<file path="config.mk">
export PLATFORM = sky130hd
export DESIGN_NAME = chan_addr_compactor
export DESIGN_NICKNAME = d
export VERILOG_FILES = /design/src/rtl/cai_pkg.sv /design/src/rtl/cai_table.sv /design/src/rtl/cai_range_match.sv /design/src/rtl/cai_div3.sv /design/src/rtl/chan_addr_compactor.sv
export SDC_FILE = /design/constraint.sdc
export NUM_CORES = 2
export LEC_CHECK = 0
export ABC_AREA = 1
export ABC_CLOCK_PERIOD_IN_PS = 4000
export BUFFER_PORTS_ARGS = -buffer_cell sky130_fd_sc_hd__buf_2
export CORE_MARGIN = 3
export CORE_UTILIZATION = 60
export DETAILED_ROUTE_END_ITERATION = 8
export PLACE_DENSITY = 0.76
export SYNTH_ARGS = -nofsm -noshare
export SYNTH_HDL_FRONTEND = slang
export SYNTH_HIERARCHICAL = 1
export SYNTH_SLANG_ARGS = --single-unit
</file>
<file path="constraint.sdc">
create_clock -name clk -period 4 [get_ports clk]
set_clock_uncertainty 0.2 [all_clocks]
set_input_delay 0.4 -clock clk [delete_from_list [all_inputs] [get_ports clk]]
set_output_delay 0.4 -clock clk [all_outputs]
set_load 0.05 [all_outputs]
</file>
<file path="src/rtl/cai_pkg.sv">
package cai_pkg;

    localparam int BOUND_LSB = 26;
    localparam int FIELD_W   = 20;

    typedef enum logic [1:0] {
        CFG_LOWER  = 2'd0,
        CFG_UPPER  = 2'd1,
        CFG_OFFSET = 2'd2,
        CFG_NONE   = 2'd3
    } cfg_kind_e;

    typedef struct packed {
        logic [FIELD_W-1:0] lo_field;
        logic [1:0]         chn_gran;
        logic [1:0]         skt_gran;
    } range_lo_t;

    typedef struct packed {
        logic [FIELD_W-1:0] hi_field;
        logic [1:0]         skt_sel;
        logic [1:0]         chn_sel;
    } range_hi_t;

    typedef enum logic [2:0] {
        ST_IDLE,
        ST_SCAN,
        ST_LOAD,
        ST_PREP,
        ST_DIVIDE,
        ST_MERGE,
        ST_REPORT,
        ST_MISS
    } cmp_state_e;

    function automatic logic [4:0] gran_to_bit(input logic [1:0] code);
        logic [4:0] pos;
        unique case (code)
            2'd0:    pos = 5'd6;
            2'd1:    pos = 5'd8;
            2'd2:    pos = 5'd12;
            default: pos = 5'd30;
        endcase
        return pos;
    endfunction

endpackage

</file>
<file path="src/rtl/cai_table.sv">
module cai_table
    import cai_pkg::*;
#(
    parameter int NUM_CTRL = 2,
    parameter int NUM_CHAN = 3,
    parameter int NUM_ENT  = 8,
    parameter int CTRL_W   = 1,
    parameter int CHAN_W   = 2,
    parameter int ENT_W    = 3
)(
    input  logic               clk,
    input  logic               rst_n,
    input  logic               wr_en,
    input  logic [1:0]         wr_kind,
    input  logic [CTRL_W-1:0]  wr_ctrl,
    input  logic [CHAN_W-1:0]  wr_chan,
    input  logic [ENT_W-1:0]   wr_entry,
    input  logic [31:0]        wr_data,
    input  logic [CTRL_W-1:0]  rd_ctrl,
    input  logic [CHAN_W-1:0]  rd_chan,
    input  logic [ENT_W-1:0]   rd_entry,
    output range_lo_t          rd_lo,
    output range_hi_t          rd_hi,
    output logic [FIELD_W-1:0] rd_off
);

    range_lo_t          lo_arr  [NUM_CTRL][NUM_ENT];
    range_hi_t          hi_arr  [NUM_CTRL][NUM_ENT];
    logic [FIELD_W-1:0] off_arr [NUM_CTRL][NUM_CHAN][NUM_ENT];

    logic unused_data_bits;
    assign unused_data_bits = ^wr_data[3:0];

    for (genvar c = 0; c < NUM_CTRL; c++) begin : g_ctrl
        for (genvar e = 0; e < NUM_ENT; e++) begin : g_ent
            range_lo_t lo_q;
            range_hi_t hi_q;
            logic      hit_slot;
            assign hit_slot = wr_en && (wr_ctrl == CTRL_W'(c)) && (wr_entry == ENT_W'(e));

            always_ff @(posedge clk) begin
                if (!rst_n) begin
                    lo_q <= '0;
                    hi_q <= '0;
                end else if (hit_slot) begin
                    if (wr_kind == CFG_LOWER) begin
                        lo_q <= '{lo_field: wr_data[31:12], chn_gran: wr_data[7:6],
                                  skt_gran: wr_data[5:4]};
                    end
                    if (wr_kind == CFG_UPPER) begin
                        hi_q <= '{hi_field: wr_data[31:12], skt_sel: wr_data[11:10],
                                  chn_sel: wr_data[9:8]};
                    end
                end
            end
            assign lo_arr[c][e] = lo_q;
            assign hi_arr[c][e] = hi_q;

            for (genvar h = 0; h < NUM_CHAN; h++) begin : g_chan
                logic [FIELD_W-1:0] off_q;
                always_ff @(posedge clk) begin
                    if (!rst_n) begin
                        off_q <= '0;
                    end else if (hit_slot && wr_kind == CFG_OFFSET
                                 && wr_chan == CHAN_W'(h)) begin
                        off_q <= wr_data[23:4];
                    end
                end
                assign off_arr[c][h][e] = off_q;
            end
        end
    end

    assign rd_lo  = lo_arr[rd_ctrl][rd_entry];
    assign rd_hi  = hi_arr[rd_ctrl][rd_entry];
    assign rd_off = off_arr[rd_ctrl][rd_chan][rd_entry];

endmodule

</file>
<file path="src/rtl/cai_range_match.sv">
module cai_range_match
    import cai_pkg::*;
#(
    parameter int ADDR_W = 46
)(
    input  logic [ADDR_W-1:0]  addr,
    input  logic [FIELD_W-1:0] lo_field,
    input  logic [FIELD_W-1:0] hi_field,
    output logic               hit
);

    logic [ADDR_W-1:0] lo_addr;
    logic [ADDR_W-1:0] hi_addr;

    assign lo_addr = ADDR_W'({lo_field, {BOUND_LSB{1'b0}}});
    assign hi_addr = ADDR_W'({hi_field, {BOUND_LSB{1'b1}}});
    assign hit     = (addr >= lo_addr) && (addr <= hi_addr);

endmodule

</file>
<file path="src/rtl/cai_div3.sv">
module cai_div3 #(
    parameter int W = 46,
    localparam int CNT_W = $clog2(W + 1)
)(
    input  logic         clk,
    input  logic         rst_n,
    input  logic         start,
    input  logic [W-1:0] dividend,
    output logic         done,
    output logic [W-1:0] quotient
);

    logic [W-1:0]     shreg;
    logic [1:0]       rem;
    logic [CNT_W-1:0] cnt;
    logic             run;
    logic [2:0]       trial;
    logic             fits;

    assign trial = {rem, shreg[W-1]};
    assign fits  = (trial >= 3'd3);

    always_ff @(posedge clk) begin
        if (!rst_n) begin
            shreg <= '0;
            rem   <= '0;
            cnt   <= '0;
            run   <= 1'b0;
            done  <= 1'b0;
        end else begin
            done <= 1'b0;
            if (start) begin
                shreg <= dividend;
                rem   <= '0;
                cnt   <= CNT_W'(W);
                run   <= 1'b1;
            end else if (run) begin
                shreg <= {shreg[W-2:0], fits};
                rem   <= fits ? 2'(trial - 3'd3) : trial[1:0];
                cnt   <= cnt - 1'b1;
                if (cnt == CNT_W'(1)) begin
                    run  <= 1'b0;
                    done <= 1'b1;
                end
            end
        end
    end

    assign quotient = shreg;

endmodule

</file>
<file path="src/rtl/chan_addr_compactor.sv">
module chan_addr_compactor
    import cai_pkg::*;
#(
    parameter int NUM_CTRL = 2,
    parameter int NUM_CHAN = 3,
    parameter int NUM_ENT  = 8,
    parameter int ADDR_W   = 46,
    localparam int CTRL_W  = (NUM_CTRL > 1) ? $clog2(NUM_CTRL) : 1,
    localparam int CHAN_W  = (NUM_CHAN > 1) ? $clog2(NUM_CHAN + 1) : 1,
    localparam int ENT_W   = (NUM_ENT > 1) ? $clog2(NUM_ENT) : 1
)(
    input  logic              clk,
    input  logic              rst_n,
    input  logic              cfg_we,
    input  logic [1:0]        cfg_kind,
    input  logic [CTRL_W-1:0] cfg_ctrl,
    input  logic [CHAN_W-1:0] cfg_chan,
    input  logic [ENT_W-1:0]  cfg_entry,
    input  logic [31:0]       cfg_data,
    input  logic              req_valid,
    input  logic [ADDR_W-1:0] req_addr,
    input  logic [CTRL_W-1:0] req_ctrl,
    input  logic [CHAN_W-1:0] req_chan,
    output logic              busy,
    output logic              done,
    output logic              valid,
    output logic [ADDR_W-1:0] chan_addr,
    output logic [3:0]        sock_ways,
    output logic [2:0]        chan_ways
);

    cmp_state_e state, state_n;

    logic [ADDR_W-1:0] addr_orig, addr_run, quot;
    logic [CTRL_W-1:0] ctl_q;
    logic [CHAN_W-1:0] chn_q, chn_rd;
    logic [ENT_W-1:0]  ent_q;
    logic              stage_q, chan_first_q;
    range_lo_t         hit_lo_q;
    range_hi_t         hit_hi_q;

    range_lo_t          tbl_lo;
    range_hi_t          tbl_hi;
    logic [FIELD_W-1:0] tbl_off;
    logic               range_hit;
    logic               chan_ok, last_ent;

    // Table lookup and range compare
    assign chan_ok  = ({1'b0, chn_q} < (CHAN_W + 1)'(NUM_CHAN));
    assign chn_rd   = chan_ok ? chn_q : '0;
    assign last_ent = (ent_q == ENT_W'(NUM_ENT - 1));

    cai_table #(
        .NUM_CTRL (NUM_CTRL),
        .NUM_CHAN (NUM_CHAN),
        .NUM_ENT  (NUM_ENT),
        .CTRL_W   (CTRL_W),
        .CHAN_W   (CHAN_W),
        .ENT_W    (ENT_W)
    ) u_table (
        .clk      (clk),
        .rst_n    (rst_n),
        .wr_en    (cfg_we),
        .wr_kind  (cfg_kind),
        .wr_ctrl  (cfg_ctrl),
        .wr_chan  (cfg_chan),
        .wr_entry (cfg_entry),
        .wr_data  (cfg_data),
        .rd_ctrl  (ctl_q),
        .rd_chan  (chn_rd),
        .rd_entry (ent_q),
        .rd_lo    (tbl_lo),
        .rd_hi    (tbl_hi),
        .rd_off   (tbl_off)
    );

    cai_range_match #(.ADDR_W(ADDR_W)) u_match (
        .addr     (addr_orig),
        .lo_field (tbl_lo.lo_field),
        .hi_field (tbl_hi.hi_field),
        .hit      (range_hit)
    );

    // Step parameters for the interleave removal
    logic [4:0]        skt_bit, chn_bit, cur_shift;
    logic [1:0]        cur_log2;
    logic              step_chan, cur_is3, order_chan_first;
    logic [ADDR_W-1:0] shifted, low_mask, low_src, merged, offset_val;
    logic [ADDR_W-1:0] div_q;
    logic              div_start, div_done;

    assign skt_bit   = gran_to_bit(hit_lo_q.skt_gran);
    assign chn_bit   = gran_to_bit(hit_lo_q.chn_gran);
    assign step_chan = stage_q ^ chan_first_q;
    assign cur_shift = step_chan ? chn_bit : skt_bit;
    assign cur_is3   = step_chan && (hit_hi_q.chn_sel == 2'd2);

    always_comb begin
        if (step_chan) begin
            unique case (hit_hi_q.chn_sel)
                2'd0:    cur_log2 = 2'd0;
                2'd1:    cur_log2 = 2'd1;
                2'd3:    cur_log2 = 2'd2;
                default: cur_log2 = 2'd0;
            endcase
        end else begin
            cur_log2 = hit_hi_q.skt_sel;
        end
    end

    assign order_chan_first = (hit_hi_q.chn_sel == 2'd2) && (skt_bit > chn_bit);
    assign offset_val = ADDR_W'({tbl_off, {BOUND_LSB{1'b0}}});
    assign shifted    = addr_run >> cur_shift;
    assign low_mask   = ~({ADDR_W{1'b1}} << cur_shift);
    assign low_src    = chan_first_q ? addr_run : addr_orig;
    assign merged     = (quot << cur_shift) | (low_src & low_mask);
    assign div_start  = (state == ST_PREP) && cur_is3;

    cai_div3 #(.W(ADDR_W)) u_div (
        .clk      (clk),
        .rst_n    (rst_n),
        .start    (div_start),
        .dividend (shifted),
        .done     (div_done),
        .quotient (div_q)
    );

    // State register
    always_ff @(posedge clk) begin
        if (!rst_n) state <= ST_IDLE;
        else        state <= state_n;
    end

    // Next state
    always_comb begin
        state_n = state;
        unique case (state)
            ST_IDLE:   if (req_valid) state_n = ST_SCAN;
            ST_SCAN: begin
                if (!chan_ok)       state_n = ST_MISS;
                else if (range_hit) state_n = ST_LOAD;
                else if (last_ent)  state_n = ST_MISS;
            end
            ST_LOAD:   state_n = ST_PREP;
            ST_PREP:   state_n = cur_is3 ? ST_DIVIDE : ST_MERGE;
            ST_DIVIDE: if (div_done) state_n = ST_MERGE;
            ST_MERGE:  state_n = stage_q ? ST_REPORT : ST_PREP;
            ST_REPORT: state_n = ST_IDLE;
            ST_MISS:   state_n = ST_IDLE;
            default:   state_n = ST_IDLE;
        endcase
    end

    // Datapath registers
    always_ff @(posedge clk) begin
        if (!rst_n) begin
            addr_orig    <= '0;
            addr_run     <= '0;
            quot         <= '0;
            ctl_q        <= '0;
            chn_q        <= '0;
            ent_q        <= '0;
            stage_q      <= 1'b0;
            chan_first_q <= 1'b0;
            hit_lo_q     <= '0;
            hit_hi_q     <= '0;
        end else begin
            unique case (state)
                ST_IDLE: begin
                    if (req_valid) begin
                        addr_orig <= req_addr;
                        ctl_q     <= req_ctrl;
                        chn_q     <= req_chan;
                        ent_q     <= '0;
                        stage_q   <= 1'b0;
                    end
                end
                ST_SCAN: begin
                    if (range_hit) begin
                        hit_lo_q <= tbl_lo;
                        hit_hi_q <= tbl_hi;
                    end else if (!last_ent) begin
                        ent_q <= ent_q + 1'b1;
                    end
                end
                ST_LOAD: begin
                    addr_run     <= addr_orig - offset_val;
                    chan_first_q <= order_chan_first;
                end
                ST_PREP: begin
                    if (!cur_is3) quot <= shifted >> cur_log2;
                end
                ST_DIVIDE: begin
                    if (div_done) quot <= div_q;
                end
                ST_MERGE: begin
                    addr_run <= merged;
                    stage_q  <= 1'b1;
                end
                default: ;
            endcase
        end
    end

    // Outputs
    always_ff @(posedge clk) begin
        if (!rst_n) begin
            busy      <= 1'b0;
            done      <= 1'b0;
            valid     <= 1'b0;
            chan_addr <= '0;
            sock_ways <= '0;
            chan_ways <= '0;
        end else begin
            busy <= (state_n != ST_IDLE);
            done <= 1'b0;
            if (state == ST_REPORT) begin
                done      <= 1'b1;
                valid     <= 1'b1;
                chan_addr <= addr_run;
                sock_ways <= 4'd1 << hit_hi_q.skt_sel;
                chan_ways <= 3'(hit_hi_q.chn_sel) + 3'd1;
            end else if (state == ST_MISS) begin
                done      <= 1'b1;
                valid     <= 1'b0;
                chan_addr <= '0;
                sock_ways <= '0;
                chan_ways <= '0;
            end
        end
    end

endmodule

</file>
==> metrics.yaml <==
cts.sinks: 1997
critPathMostFrequentCell: "inv_1"
floorplan.die.width_um: 406.9
routed_wire_length_per_instance_um: 21.44
cellLeakagePower_nw: 41.73
path_clk_slew_ns: 0.06
dieArea_um2: 165600
crit_path_cell_trace: "clkinv_2 > buf_4 > o211ai_1 > nand2_1 > inv_1 > ha_1 > a21o_1 > a21oi_2 > nor2_1 > nor2_1 > nand3_2 > nand2_2 > inv_2 > a21oi_1 > inv_1 > a21oi_2 > nor4_1 > or2_2 > inv_1"
report.final.slew_viol_count: 0
synth.yosys.seq_area_share: 0.4145
placementRows: 146
yosys.area.top_type: "dfxtp_1"
post-route-min-period_ns: 3.979
drt-vias-per-instance: 6.063
place_congestion: 1.037
setup.worst_path.class: "reg2reg"
area_delta_synth_final_pct: 13.97
antenna_found_initial: 10
r2r-end: "state[0]$_SDFF_PN0_"
final-hold-violation-count: 0
synth_largest_type_area_fraction: 0.4145
via_count: 100200
ys_seq_elements: 1997
numCtsBuffers: 205
ys.warnings.count: 6
layout_cells_sized_above_1: 0.09784
vias_in_the_first_global_route: 90210
synth_enable_flop_cells: 0
synth.cell_area_um2: 96440
drc: 0
start_util: 0.6061
top_level_ports: 149
postSynth.asyncResetShare: 0
grt_setup_unrepaired: "true"
cellPowerDensity_nw_per_um2: 587.6
grt-ovfl-total: 0
synth_nets: 14640
hold_end: "u_table/g_ctrl[1].g_ent[7].lo_q[23]$_SDFFE_PN0P_"
synthCells: 14470
grt_pass1_wl_mm: 528.1
class_of_the_tightest_hold_or_removal_check: "in2reg"
detail_route.iter0.violations: 14520
synth.avg_cell_area_um2: 6.667
finalSetupTns_ns: 0
hpwlAfterDp_mm: 221.0
worstSetupStartpointType: "register"
drt_first_pass_iters: 8
grt_use_total: 0.4060
finalHoldWorstSlack_ns: 0.04833
whs_path_depth: 3
endpoint_kind: "register"
clockBufferDepth: 3
post_synth_most_frequent_cells: "2,265 x o21ai_0, 2,256 x nand2_1, 1,997 x dfxtp_1"
design.core.area_um2: 159100
ys.flop_type: "dfxtp_1"
ir_worst_vdd_v: 0.0005317
num-nets-final: 14380
worstPathMaxFanout: 14
post_synth_main_area_contributors: "dfxtp_1 41%, o21ai_0 12%, a21oi_1 10%, nand2_1 8.8%, nand3_1 7.7%"
insertion_delay_ns: 0.88
fmax_mhz: 251.3
place.detailed.instances: 16020
reg2reg_slack_ns: 0.02
most_used_standard_cell_by_instance_count_after_synthesis: "o21ai_0"
critical_path_arrival_ns: 4.58
fin_crit_share: 0.9948
setup_viol: 0
crit_path_max_incr_delay_ns: 0.61
worst_reg_to_reg_cells: 19
tritoncts: "done"
relSlewSlack: 0.005714
detail-route-antenna-nets: 0
cp.required_ns: 4.60
final_cells: 16530
chipHeight_um: 406.9
largest_net_degree_at_the_start_of_global_routing: 276
crit_slowest_cell: "clkinv_2"
worst-slew-pin-transition_ns: 1.491
min-delay-start: "cfg_data[31]"
yosys.cell_types.count: 58
status: "completed"
regToRegStartpoint: "ent_q[2]$_SDFFE_PN0P_"
cts-htree-levels: 4
placement.io_buffers: 144
routed_wirelength_mm: 354.6
maxCapViolCount: 0
cts_root_buf: "clkbuf_16"
==> worst max-delay path, delay by kind of cell, from the launching register on <==
kind	cells	cell delay (ns)
adders and majority gates	1	0.24
AOI/OAI and AO/OA	5	0.88
and+or+nand+nor	7	0.90
DFF	1	0.36
buffers and inverters	6	1.35
==> timing repair <==
| action | 4_1_cts | 5_1_grt |
|---|---|---|
| setup endpoints to repair | 30 | 30 |
| hold endpoints to repair | 419 | 0 |
| gates resized for setup | 75 | 279 |
| pin swaps | 9 | 65 |
| setup buffers | 6 | 33 |
| hold buffers | 76 | 0 |
| cloned | 5 | 12 |
==> cells by family after synthesis <==
logic type / after synthesis / share of synthesized area
mux: 5 / 0.0005190
buf+inv: 2843 / 0.1152
flops: 1997 / 0.4145
compound gates: 4529 / 0.2418
fa+ha+maj: 78 / 0.01020
xor+xnor: 4 / 0.0003633
simple gates: 5009 / 0.2174
==> stage by stage <==
step	setup slack (ns)	power, mW	cell area [µm²]	util
4_1_cts	-0.03805	62.39	108200	0.6801
6_report	0.02085	64.59	109900	0.6908
5_1_grt	-0.06609	67.07	109900	0.6908
3_5_place_dp	-0.5467	42.43	100000	0.6288
2_1_floorplan	0.6058	33.93	96440	-
3_3_place_gp	-0.4349	42.31	100000	0.6288
==> state kept, by name (all words and copies together) (netlist names), 2 cells and up, named ones only <==
name / flops
u_table/g_ctrl.g_ent.g_chan.off_q: 960
u_table/g_ctrl.g_ent.hi_q: 384
u_table/g_ctrl.g_ent.lo_q: 384
addr_orig: 46
chan_addr: 46
quot: 46
u_div/quotient: 46
addr_run: 44
u_div/cnt: 6
hit_hi_q: 4
hit_lo_q: 4
sock_ways: 4
chan_ways: 3
ent_q: 3
state: 3
chn_q: 2
u_div/rem: 2
==> power by group <==
| part | switching, mW | internal, mW | leakage [nW] | total [mW] |
|---|---|---|---|---|
| clock | 8.38 | 11.4 | 3.41 | 19.7 |
| combinational | 16.2 | 7.73 | 22.2 | 24.0 |
| sequential | 0.629 | 20.3 | 16.1 | 20.9 |
==> worst max-delay path by stage <==
stage	end	start	cells after the start	slack, ns
6_report	state[0]$_SDFF_PN0_	ent_q[2]$_SDFFE_PN0P_	19	0.02
5_1_grt	addr_run[39]$_SDFFE_PN0P_	ctl_q$_SDFFE_PN0P_	28	-0.07
4_1_cts	busy$_SDFF_PN0_	ctl_q$_SDFFE_PN0P_	24	-0.04
3_5_place_dp	busy$_SDFF_PN0_	ctl_q$_SDFFE_PN0P_	24	-0.55
3_3_place_gp	addr_run[45]$_SDFFE_PN0P_	chn_q[0]$_SDFFE_PN0P_	24	-0.43
2_1_floorplan	addr_run[36]$_SDFFE_PN0P_	chn_q[0]$_SDFFE_PN0P_	26	0.61
==> cell type report <==
class                   instances  area [µm²]
repair buffers                841        7826
flip-flops and latches       1997       39990
clock inverters                79       908.4
fillers                     13340       49190
diodes                          8       20.02
clock buffers                 295        5981
repair inverters                2       17.52
well taps                    2146        2685
multi-input cells            9625       46640
inverters                    1541        5849
==> routing by layer <==
metal | share of wire | global-route usage
met5 | 0 | 0
met2 | 0.43 | 0.6076
met3 | 0.12 | 0.08002
met4 | 0.059 | 0.2296
met1 | 0.40 | 0.5472
==> placed cells by master, fill, tap and decap left out, types with 8 or more instances in the layout <==
master	instances
nor2_1	1159
o21ai_1	124
inv_1	1495
nand3_4	32
bufinv_16	15
buf_12	84
inv_6	13
nor2_2	24
ha_1	67
clkbuf_16	218
nand2_2	42
diode_2	8
buf_16	10
clkbuf_1	41
o21ai_0	2217
nor2_4	21
inv_2	36
dlygate4sd3_1	76
ha_4	10
clkinv_2	45
clkbuf_8	47
a21oi_1	1903
nand3_1	1388
buf_4	498
buf_6	21
buf_2	131
o221ai_1	37
a31oi_1	15
dfxtp_1	1992
o21ai_2	10
or2_2	9
nand3_2	64
nand4_1	14
o22ai_1	21
a21oi_2	23
nand2_1	2222
o211ai_1	140
Power figures use the tool's default switching activity.
